[config.mk]
export PLATFORM = sky130hd
export DESIGN_NAME = aud_serial_fmt
export DESIGN_NICKNAME = d
export VERILOG_FILES = /design/src/rtl/aud_fmt_pkg.sv /design/src/rtl/aud_fs256_gen.sv /design/src/rtl/aud_pair_stage.sv /design/src/rtl/aud_ser_core.sv /design/src/rtl/aud_serial_fmt.sv
export SDC_FILE = /design/constraint.sdc
export NUM_CORES = 1
export LEC_CHECK = 0
export CORE_MARGIN = 1
export CORE_UTILIZATION = 57
export DETAILED_ROUTE_END_ITERATION = 12
export GPL_TIMING_DRIVEN = 0
export PLACE_DENSITY = 0.87
export SLEW_MARGIN = 25
export SYNTH_ARGS = -nofsm -noshare
export SYNTH_HDL_FRONTEND = slang
export SYNTH_SLANG_ARGS = --single-unit
[constraint.sdc]
create_clock -name clk -period 4.1 [get_ports clk]
set_clock_uncertainty 0.2 [all_clocks]
set_input_delay 0.615 -clock clk [delete_from_list [all_inputs] [get_ports clk]]
set_output_delay 0.615 -clock clk [all_outputs]
set_load 0.02 [all_outputs]
[src/rtl/aud_fmt_pkg.sv]
package aud_fmt_pkg;

  // Word layout inside one word-clock half.
  typedef enum logic {
    FMT_MSB_NARROW = 1'b0,
    FMT_LSB_WIDE   = 1'b1
  } fmt_e;

  // System clock ratio against the frame rate.
  typedef enum logic {
    SYS_384 = 1'b0,
    SYS_512 = 1'b1
  } sysclk_e;

endpackage

[src/rtl/aud_fs256_gen.sv]
module aud_fs256_gen
  import aud_fmt_pkg::*;
(
  input  logic clk,
  input  logic rst_n,
  input  logic edge_stb_i,
  input  logic mode512_i,
  output logic fs256_o,
  output logic rise_o
);

  localparam int unsigned PH_W       = 2;
  localparam logic [PH_W-1:0] LAST_512 = PH_W'(3);
  localparam logic [PH_W-1:0] LAST_384 = PH_W'(2);
  localparam logic [PH_W-1:0] HIGH_PH  = PH_W'(2);

  sysclk_e         mode;
  logic [PH_W-1:0] ph_q;
  logic [PH_W-1:0] ph_n;
  logic [PH_W-1:0] last;
  logic            fs_q;

  assign mode = sysclk_e'(mode512_i);
  assign last = (mode == SYS_512) ? LAST_512 : LAST_384;
  assign ph_n = (ph_q >= last) ? '0 : ph_q + 1'b1;

  // Combinational: the serializer registers on the same edge as fs_q rises.
  assign rise_o  = edge_stb_i && (ph_n == '0);
  assign fs256_o = fs_q;

  always_ff @(posedge clk) begin
    if (!rst_n) begin
      ph_q <= LAST_512;
      fs_q <= 1'b0;
    end else if (edge_stb_i) begin
      ph_q <= ph_n;
      fs_q <= (ph_n < HIGH_PH);
    end
  end

  // in 384fs mode the low phase lasts a single strobe
  a_r1_single_low_384: assert property (@(posedge clk) disable iff (!rst_n)
    (edge_stb_i && !mode512_i && !fs_q) |=> fs_q);

  // fs256 never moves without a strobe
  a_r1_only_on_strobe: assert property (@(posedge clk) disable iff (!rst_n)
    (!edge_stb_i) |=> $stable(fs_q));

endmodule

[src/rtl/aud_pair_stage.sv]
module aud_pair_stage #(
  parameter int unsigned SMP_W = 20
) (
  input  logic             clk,
  input  logic             rst_n,
  input  logic             in_valid_i,
  output logic             in_ready_o,
  input  logic [SMP_W-1:0] in_left_i,
  input  logic [SMP_W-1:0] in_right_i,
  input  logic             take_i,
  output logic             have_o,
  output logic [SMP_W-1:0] out_left_o,
  output logic [SMP_W-1:0] out_right_o
);

  logic             full_q;
  logic [SMP_W-1:0] left_q;
  logic [SMP_W-1:0] right_q;

  assign in_ready_o  = !full_q;
  assign have_o      = full_q;
  assign out_left_o  = left_q;
  assign out_right_o = right_q;

  always_ff @(posedge clk) begin
    if (!rst_n) begin
      full_q  <= 1'b0;
      left_q  <= '0;
      right_q <= '0;
    end else if (in_valid_i && !full_q) begin
      full_q  <= 1'b1;
      left_q  <= in_left_i;
      right_q <= in_right_i;
    end else if (take_i) begin
      full_q  <= 1'b0;
    end
  end

  // an accepted pair closes the stage for at least the next cycle
  a_r9_ready_drops: assert property (@(posedge clk) disable iff (!rst_n)
    (in_valid_i && in_ready_o) |=> !in_ready_o);

  // only a frame start reopens a full stage
  a_r9_reopen_on_take: assert property (@(posedge clk) disable iff (!rst_n)
    (!in_ready_o && !take_i) |=> !in_ready_o);

endmodule

[src/rtl/aud_ser_core.sv]
module aud_ser_core
  import aud_fmt_pkg::*;
#(
  parameter int unsigned SMP_W   = 20,
  parameter int unsigned NAR_W   = 16,
  parameter int unsigned SLOT_LG = 5,
  parameter int unsigned DIV_LG  = 2
) (
  input  logic             clk,
  input  logic             rst_n,
  input  logic             tick_i,
  input  logic             fmt_i,
  input  logic             mute_i,
  input  logic             have_i,
  input  logic [SMP_W-1:0] left_i,
  input  logic [SMP_W-1:0] right_i,
  output logic             take_o,
  output logic             bclk_o,
  output logic             lrck_o,
  output logic             sdata_o
);

  localparam int unsigned POS_W = 1 + SLOT_LG + DIV_LG;
  localparam int unsigned SLOTS = 1 << SLOT_LG;

  logic [POS_W-1:0]   pos_q;
  logic [POS_W-1:0]   pos_n;
  logic               frame_start;
  logic               slot_start;
  logic               half_right;
  logic [SLOT_LG-1:0] slot;
  logic [SMP_W-1:0]   cur_l_q;
  logic [SMP_W-1:0]   cur_r_q;
  fmt_e               cur_fmt_q;
  fmt_e               fmt_n;
  logic [SMP_W-1:0]   load_l;
  logic [SMP_W-1:0]   load_r;
  logic [SMP_W-1:0]   word_n;
  logic [SLOTS-1:0]   msb_lane;
  logic [SLOTS-1:0]   lsb_lane;
  logic               bit_n;
  logic               bclk_q;
  logic               lrck_q;
  logic               sdata_q;

  assign pos_n       = pos_q + 1'b1;
  assign frame_start = tick_i && (pos_n == '0);
  assign slot_start  = tick_i && (pos_n[DIV_LG-1:0] == '0);
  assign half_right  = pos_n[POS_W-1];
  assign slot        = pos_n[DIV_LG +: SLOT_LG];
  assign take_o      = frame_start;

  assign load_l = (have_i && !mute_i) ? left_i  : '0;
  assign load_r = (have_i && !mute_i) ? right_i : '0;
  assign fmt_n  = frame_start ? fmt_e'(fmt_i) : cur_fmt_q;

  always_comb begin
    if (frame_start) word_n = half_right ? load_r : load_l;
    else             word_n = half_right ? cur_r_q : cur_l_q;
  end

  // Per-slot bit lanes for both layouts; padding slots are tied low.
  for (genvar k = 0; k < SLOTS; k++) begin : g_lane
    if (k < NAR_W) begin : g_msb
      assign msb_lane[k] = word_n[SMP_W-1-k];
    end else begin : g_msb_pad
      assign msb_lane[k] = 1'b0;
    end
    if (k < SMP_W) begin : g_lsb
      assign lsb_lane[k] = word_n[k];
    end else begin : g_lsb_pad
      assign lsb_lane[k] = 1'b0;
    end
  end

  assign bit_n = (fmt_n == FMT_LSB_WIDE) ? lsb_lane[slot] : msb_lane[slot];

  always_ff @(posedge clk) begin
    if (!rst_n) begin
      pos_q     <= '1;
      bclk_q    <= 1'b1;
      lrck_q    <= 1'b0;
      sdata_q   <= 1'b0;
      cur_l_q   <= '0;
      cur_r_q   <= '0;
      cur_fmt_q <= FMT_MSB_NARROW;
    end else if (tick_i) begin
      pos_q  <= pos_n;
      bclk_q <= pos_n[DIV_LG-1];
      lrck_q <= ~pos_n[POS_W-1];
      if (slot_start) sdata_q <= bit_n;
      if (frame_start) begin
        cur_l_q   <= load_l;
        cur_r_q   <= load_r;
        cur_fmt_q <= fmt_e'(fmt_i);
      end
    end
  end

  assign bclk_o  = bclk_q;
  assign lrck_o  = lrck_q;
  assign sdata_o = sdata_q;

  // word clock moves only with a falling bit clock
  a_r4_lrck_on_bclk_fall: assert property (@(posedge clk) disable iff (!rst_n)
    $changed(lrck_q) |-> $fell(bclk_q));

  // data moves only with a falling bit clock
  a_r5_data_on_bclk_fall: assert property (@(posedge clk) disable iff (!rst_n)
    $changed(sdata_q) |-> $fell(bclk_q));

  // a frame start is always the left half beginning
  a_r8_frame_starts_left: assert property (@(posedge clk) disable iff (!rst_n)
    frame_start |=> (lrck_q && !bclk_q));

endmodule

[src/rtl/aud_serial_fmt.sv]
module aud_serial_fmt
  import aud_fmt_pkg::*;
#(
  parameter int unsigned SMP_W   = 20,
  parameter int unsigned NAR_W   = 16,
  parameter int unsigned SLOT_LG = 5,
  parameter int unsigned DIV_LG  = 2
) (
  input  logic             clk,
  input  logic             rst_n,
  input  logic             sys_edge_i,
  input  logic             clk512_i,
  input  logic             fmt_lsb20_i,
  input  logic             mute_i,
  input  logic             smp_valid_i,
  output logic             smp_ready_o,
  input  logic [SMP_W-1:0] smp_left_i,
  input  logic [SMP_W-1:0] smp_right_i,
  output logic             fs256_o,
  output logic             bclk_o,
  output logic             lrck_o,
  output logic             sdata_o
);

  logic             tick;
  logic             take;
  logic             have;
  logic [SMP_W-1:0] stg_l;
  logic [SMP_W-1:0] stg_r;

  aud_fs256_gen u_fs (
    .clk        (clk),
    .rst_n      (rst_n),
    .edge_stb_i (sys_edge_i),
    .mode512_i  (clk512_i),
    .fs256_o    (fs256_o),
    .rise_o     (tick)
  );

  aud_pair_stage #(.SMP_W(SMP_W)) u_stage (
    .clk         (clk),
    .rst_n       (rst_n),
    .in_valid_i  (smp_valid_i),
    .in_ready_o  (smp_ready_o),
    .in_left_i   (smp_left_i),
    .in_right_i  (smp_right_i),
    .take_i      (take),
    .have_o      (have),
    .out_left_o  (stg_l),
    .out_right_o (stg_r)
  );

  aud_ser_core #(
    .SMP_W   (SMP_W),
    .NAR_W   (NAR_W),
    .SLOT_LG (SLOT_LG),
    .DIV_LG  (DIV_LG)
  ) u_core (
    .clk     (clk),
    .rst_n   (rst_n),
    .tick_i  (tick),
    .fmt_i   (fmt_lsb20_i),
    .mute_i  (mute_i),
    .have_i  (have),
    .left_i  (stg_l),
    .right_i (stg_r),
    .take_o  (take),
    .bclk_o  (bclk_o),
    .lrck_o  (lrck_o),
    .sdata_o (sdata_o)
  );

  // serial outputs move only when the 256fs clock rises
  a_r2_outputs_on_fs_rise: assert property (@(posedge clk) disable iff (!rst_n)
    (!$stable({bclk_o, lrck_o, sdata_o})) |-> $rose(fs256_o));

endmodule

==> flow_results.xml <==
<?xml version="1.0" encoding="UTF-8"?>
<metrics>
  <group name="outcome">
    <metric name="outcome" unit="">complete, no violations</metric>
  </group>
  <group name="detailed_routing">
    <metric name="detail_route.iter0.violations" unit="">341</metric>
    <metric name="avgViaCountPerCell" unit="">6.23</metric>
    <metric name="detail_route.drc_violations" unit="">0</metric>
    <metric name="dr.pass1.iters" unit="">5</metric>
    <metric name="avg_wl_per_cell" unit="um">19.1</metric>
    <metric name="drt.antenna.violating_nets" unit="">0</metric>
    <metric name="routed_wirelength" unit="um">15400</metric>
    <metric name="route.vias.total" unit="">5007</metric>
  </group>
  <group name="worst_setup_path">
    <metric name="startpoint_type" unit="">input port</metric>
    <metric name="cp_data_arrival_time" unit="ns">3.91</metric>
    <metric name="worst-endpoint-required" unit="ns">4.19</metric>
    <metric name="crit_path_max_fanout" unit="">10</metric>
    <metric name="critPathCaptureType" unit="">flop</metric>
    <metric name="setup.worst_path.class" unit="">input port to flop</metric>
  </group>
  <group name="power_and_ir_drop">
    <metric name="power.density" unit="nW/um^2">430</metric>
    <metric name="leakagePower" unit="nW">1.98</metric>
    <metric name="maximum_ir_drop_on_the_vdd_rail" unit="V">0.000230</metric>
    <metric name="power.total" unit="mW">2.49</metric>
  </group>
  <group name="synth">
    <metric name="ys_warn_count" unit="">0</metric>
    <metric name="synth-edff-count" unit="">0</metric>
    <metric name="syn-cell-area" unit="sq um">4940</metric>
    <metric name="average_footprint_of_a_synthesized_cell" unit="sq um">7.80</metric>
    <metric name="yosys-top-cells-area" unit="">sky130_fd_sc_hd__dfxtp_1, sky130_fd_sc_hd__a21boi_0, sky130_fd_sc_hd__nand2_1, sky130_fd_sc_hd__nand3_1, sky130_fd_sc_hd__clkbuf_1</metric>
    <metric name="dominant_synthesized_flop_cell" unit="">sky130_fd_sc_hd__dfxtp_1</metric>
    <metric name="synthCells" unit="">633</metric>
    <metric name="postSynth.asyncResetShare" unit="">0</metric>
    <metric name="synth-seq-area-share" unit="">0.385</metric>
    <metric name="synth.lib_cells_used.distinct" unit="">62</metric>
    <metric name="postSynthRegisterBits" unit="">95</metric>
    <metric name="netlist.top_cell.by_area" unit="">sky130_fd_sc_hd__dfxtp_1</metric>
    <metric name="share_of_yosys_cell_area_claimed_by_the_top_area_cell_type" unit="">0.385</metric>
    <metric name="postSynthNetCount" unit="">683</metric>
  </group>
  <group name="placed_design">
    <metric name="placed_cell_area" unit="sq um">5570</metric>
    <metric name="port_buffers" unit="">50</metric>
    <metric name="gp_routability_congestion" unit="">0.984</metric>
    <metric name="hpwl" unit="um">11600</metric>
    <metric name="dpl.cell_count" unit="">788</metric>
  </group>
  <group name="clock_network">
    <metric name="h_tree_level_count" unit="">3</metric>
    <metric name="clock-sinks" unit="">95</metric>
    <metric name="cts_tree" unit="">done</metric>
    <metric name="clockRootBuffer" unit="">sky130_fd_sc_hd__clkbuf_8</metric>
    <metric name="post-cts-setup-buffers" unit="">0</metric>
    <metric name="clkSlewWorstSetupHoldPaths" unit="ns">0.11</metric>
    <metric name="cts_buf_count" unit="">9</metric>
    <metric name="worstSkewPairLatency" unit="ns">0.37</metric>
    <metric name="cts_buffer_depth" unit="">2</metric>
  </group>
  <group name="timing">
    <metric name="slew_viol_final" unit="">0</metric>
    <metric name="timing.max_slew.rel_slack" unit="">0.368</metric>
    <metric name="finalSetupViolations" unit="">0</metric>
    <metric name="worst-slew-pin-transition" unit="ns">0.944</metric>
    <metric name="fmax" unit="MHz">262</metric>
    <metric name="finalHoldViolations" unit="">0</metric>
    <metric name="period_minus_slack" unit="ns">3.81</metric>
    <metric name="rsz_0062_raised_after_global_routing" unit="">false</metric>
    <metric name="final_min_period_over_clock_period" unit="">0.930</metric>
  </group>
  <group name="cells_and_area">
    <metric name="stdcell_count" unit="">804</metric>
    <metric name="finalNetCount" unit="">744</metric>
    <metric name="stdcell_area" unit="sq um">5800</metric>
    <metric name="area_delta_synth_final" unit="%">17.4</metric>
    <metric name="final_util" unit="">0.699</metric>
    <metric name="diodes" unit="">0</metric>
    <metric name="leading_cell_type_in_the_layout_fill_and_taps_excluded" unit="">sky130_fd_sc_hd__nand2_1</metric>
    <metric name="share_of_final_layout_standard_cells_stronger_than_drive_strength_1" unit="">0.0644</metric>
    <metric name="final_cell_mix" unit="">sky130_fd_sc_hd__nand2_1, sky130_fd_sc_hd__dfxtp_1, sky130_fd_sc_hd__a21boi_0</metric>
  </group>
  <group name="floorplan">
    <metric name="die_w" unit="um">95.1</metric>
    <metric name="start_util" unit="">0.595</metric>
    <metric name="die_ar" unit="sq um">9040</metric>
    <metric name="standard_cell_core_area" unit="sq um">8300</metric>
    <metric name="fp.dieH" unit="um">95.1</metric>
    <metric name="std_cell_rows" unit="">33</metric>
    <metric name="num_io_pins" unit="">52</metric>
  </group>
  <group name="global_routing">
    <metric name="globalRoute.totalOverflow" unit="">0</metric>
    <metric name="grt_pass1_wl" unit="um">23600</metric>
    <metric name="grt_max_degree" unit="">20</metric>
    <metric name="vias_in_the_first_global_route" unit="">4641</metric>
    <metric name="grt_antenna_before_repair" unit="">0</metric>
    <metric name="grtUsageTotal" unit="">0.347</metric>
  </group>
  <group name="worst_hold_path">
    <metric name="type_of_the_worst_min_delay_path" unit="">flop to flop</metric>
  </group>
  <group name="run">
    <metric name="maxCapViolations" unit="">0</metric>
  </group>
</metrics>
==> synthesized netlist by cell type, drive strengths merged (3+ instances only) <==
master,n
nor2b,4
nor4,3
nand3,61
and2,4
nand2,168
or3,3
and3,5
nand4,9
mux2i,8
o21ai,23
xnor2,6
a21oi,15
o21a,3
a31oi,14
nor3,9
clkbuf,42
a311oi,3
xor2,4
nor2,15
or2,3
a31o,3
dfxtp,95
inv,3
a21boi,86
buf,11
ha,3
==> registers in the layout, summed over array words and instances (netlist names) <==
signal and flops:
u_fs.ph_q 2, u_stage.have_o 1, u_core.cur_r_q 20, u_stage.out_left_o 20
u_core.cur_l_q 20, u_fs.fs256_o 1, u_core.pos_q 8, u_core.lrck_o 1
u_core.sdata_o 1, u_stage.out_right_o 20, u_core.cur_fmt_q 1
==> layer usage <==
| metal | vias to the layer above | global-route usage | share of wire |
|---|---|---|---|
| met2 | 232 | 0.588 | 0.50 |
| met1 | 2411 | 0.442 | 0.41 |
| li1 | 2333 | - | - |
| met3 | 31 | 0.0502 | 0.068 |
| met5 | - | 0 | 0 |
| met4 | 0 | 0.139 | 0.027 |
==> what timing repair did <==
action	CTS	global route
endpoints found under the setup margin	0	1
gates resized for setup	0	3
hold buffers	0	0
==> power by group <==
part	switching [mW]	leakage, nW	internal, mW
clock network	0.389	0.112	0.303
registers	0.0367	0.775	0.965
logic	0.503	1.10	0.299
total	0.928	1.98	1.57
==> worst max-delay path, cell delays in order <==
cell                              delay (ns)
sky130_fd_sc_hd__clkdlybuf4s50_1        0.42
sky130_fd_sc_hd__ha_1                   0.31
sky130_fd_sc_hd__or3b_2                 0.15
sky130_fd_sc_hd__nand4_1                0.20
sky130_fd_sc_hd__or4_4                  0.59
sky130_fd_sc_hd__buf_6                  0.16
sky130_fd_sc_hd__nor3_2                 0.64
sky130_fd_sc_hd__clkbuf_1               0.44
sky130_fd_sc_hd__nand3_1                0.16
sky130_fd_sc_hd__a21boi_0               0.22
==> worst paths after layout <==
check	end	depth (start not counted)	slack [ns]	startpoint
setup / recovery	u_core.cur_r_q[6]	10	0.29	clk512_i
hold / removal	u_core.cur_l_q[7]	2	0.27	u_core.cur_l_q[7]
setup reg to reg	u_core.cur_r_q[6]	10	0.36	u_core.pos_q[0]
hold reg to reg	u_core.cur_l_q[7]	2	0.27	u_core.cur_l_q[7]
==> final cells by class <==
class | count | area [sq um]
multi-input combinational | 482 | 2750
fill | 648 | 2500
sequential | 95 | 1900
timing repair buffer | 50 | 500
buffer | 53 | 287
tap | 105 | 131
clock buffer | 9 | 124
clock inverter | 7 | 97.6
inverter | 3 | 11.3
==> metrics by stage <==
step / hold slack [ns] / TNS (ns) / worst slack [ns]
global route: 0.294 / 0 / 0.118
global placement: 0.249 / -0.153 / -0.153
finish: 0.270 / 0 / 0.285
CTS: 0.272 / 0 / 0.164
detailed placement: 0.257 / -0.359 / -0.209
floorplan: 0.237 / 0 / 0.887
==> kinds of logic after synthesis <==
logic type	synth area share
AO/OA/AOI/OAI	0.241
multiplexers	0.0208
AND/OR/NAND/NOR	0.268
flip-flops	0.385
adder cells (fa/ha/maj)	0.00760
XOR/XNOR	0.0177
buffers and inverters	0.0600
No activity file was read; power rests on OpenSTA's default activity.
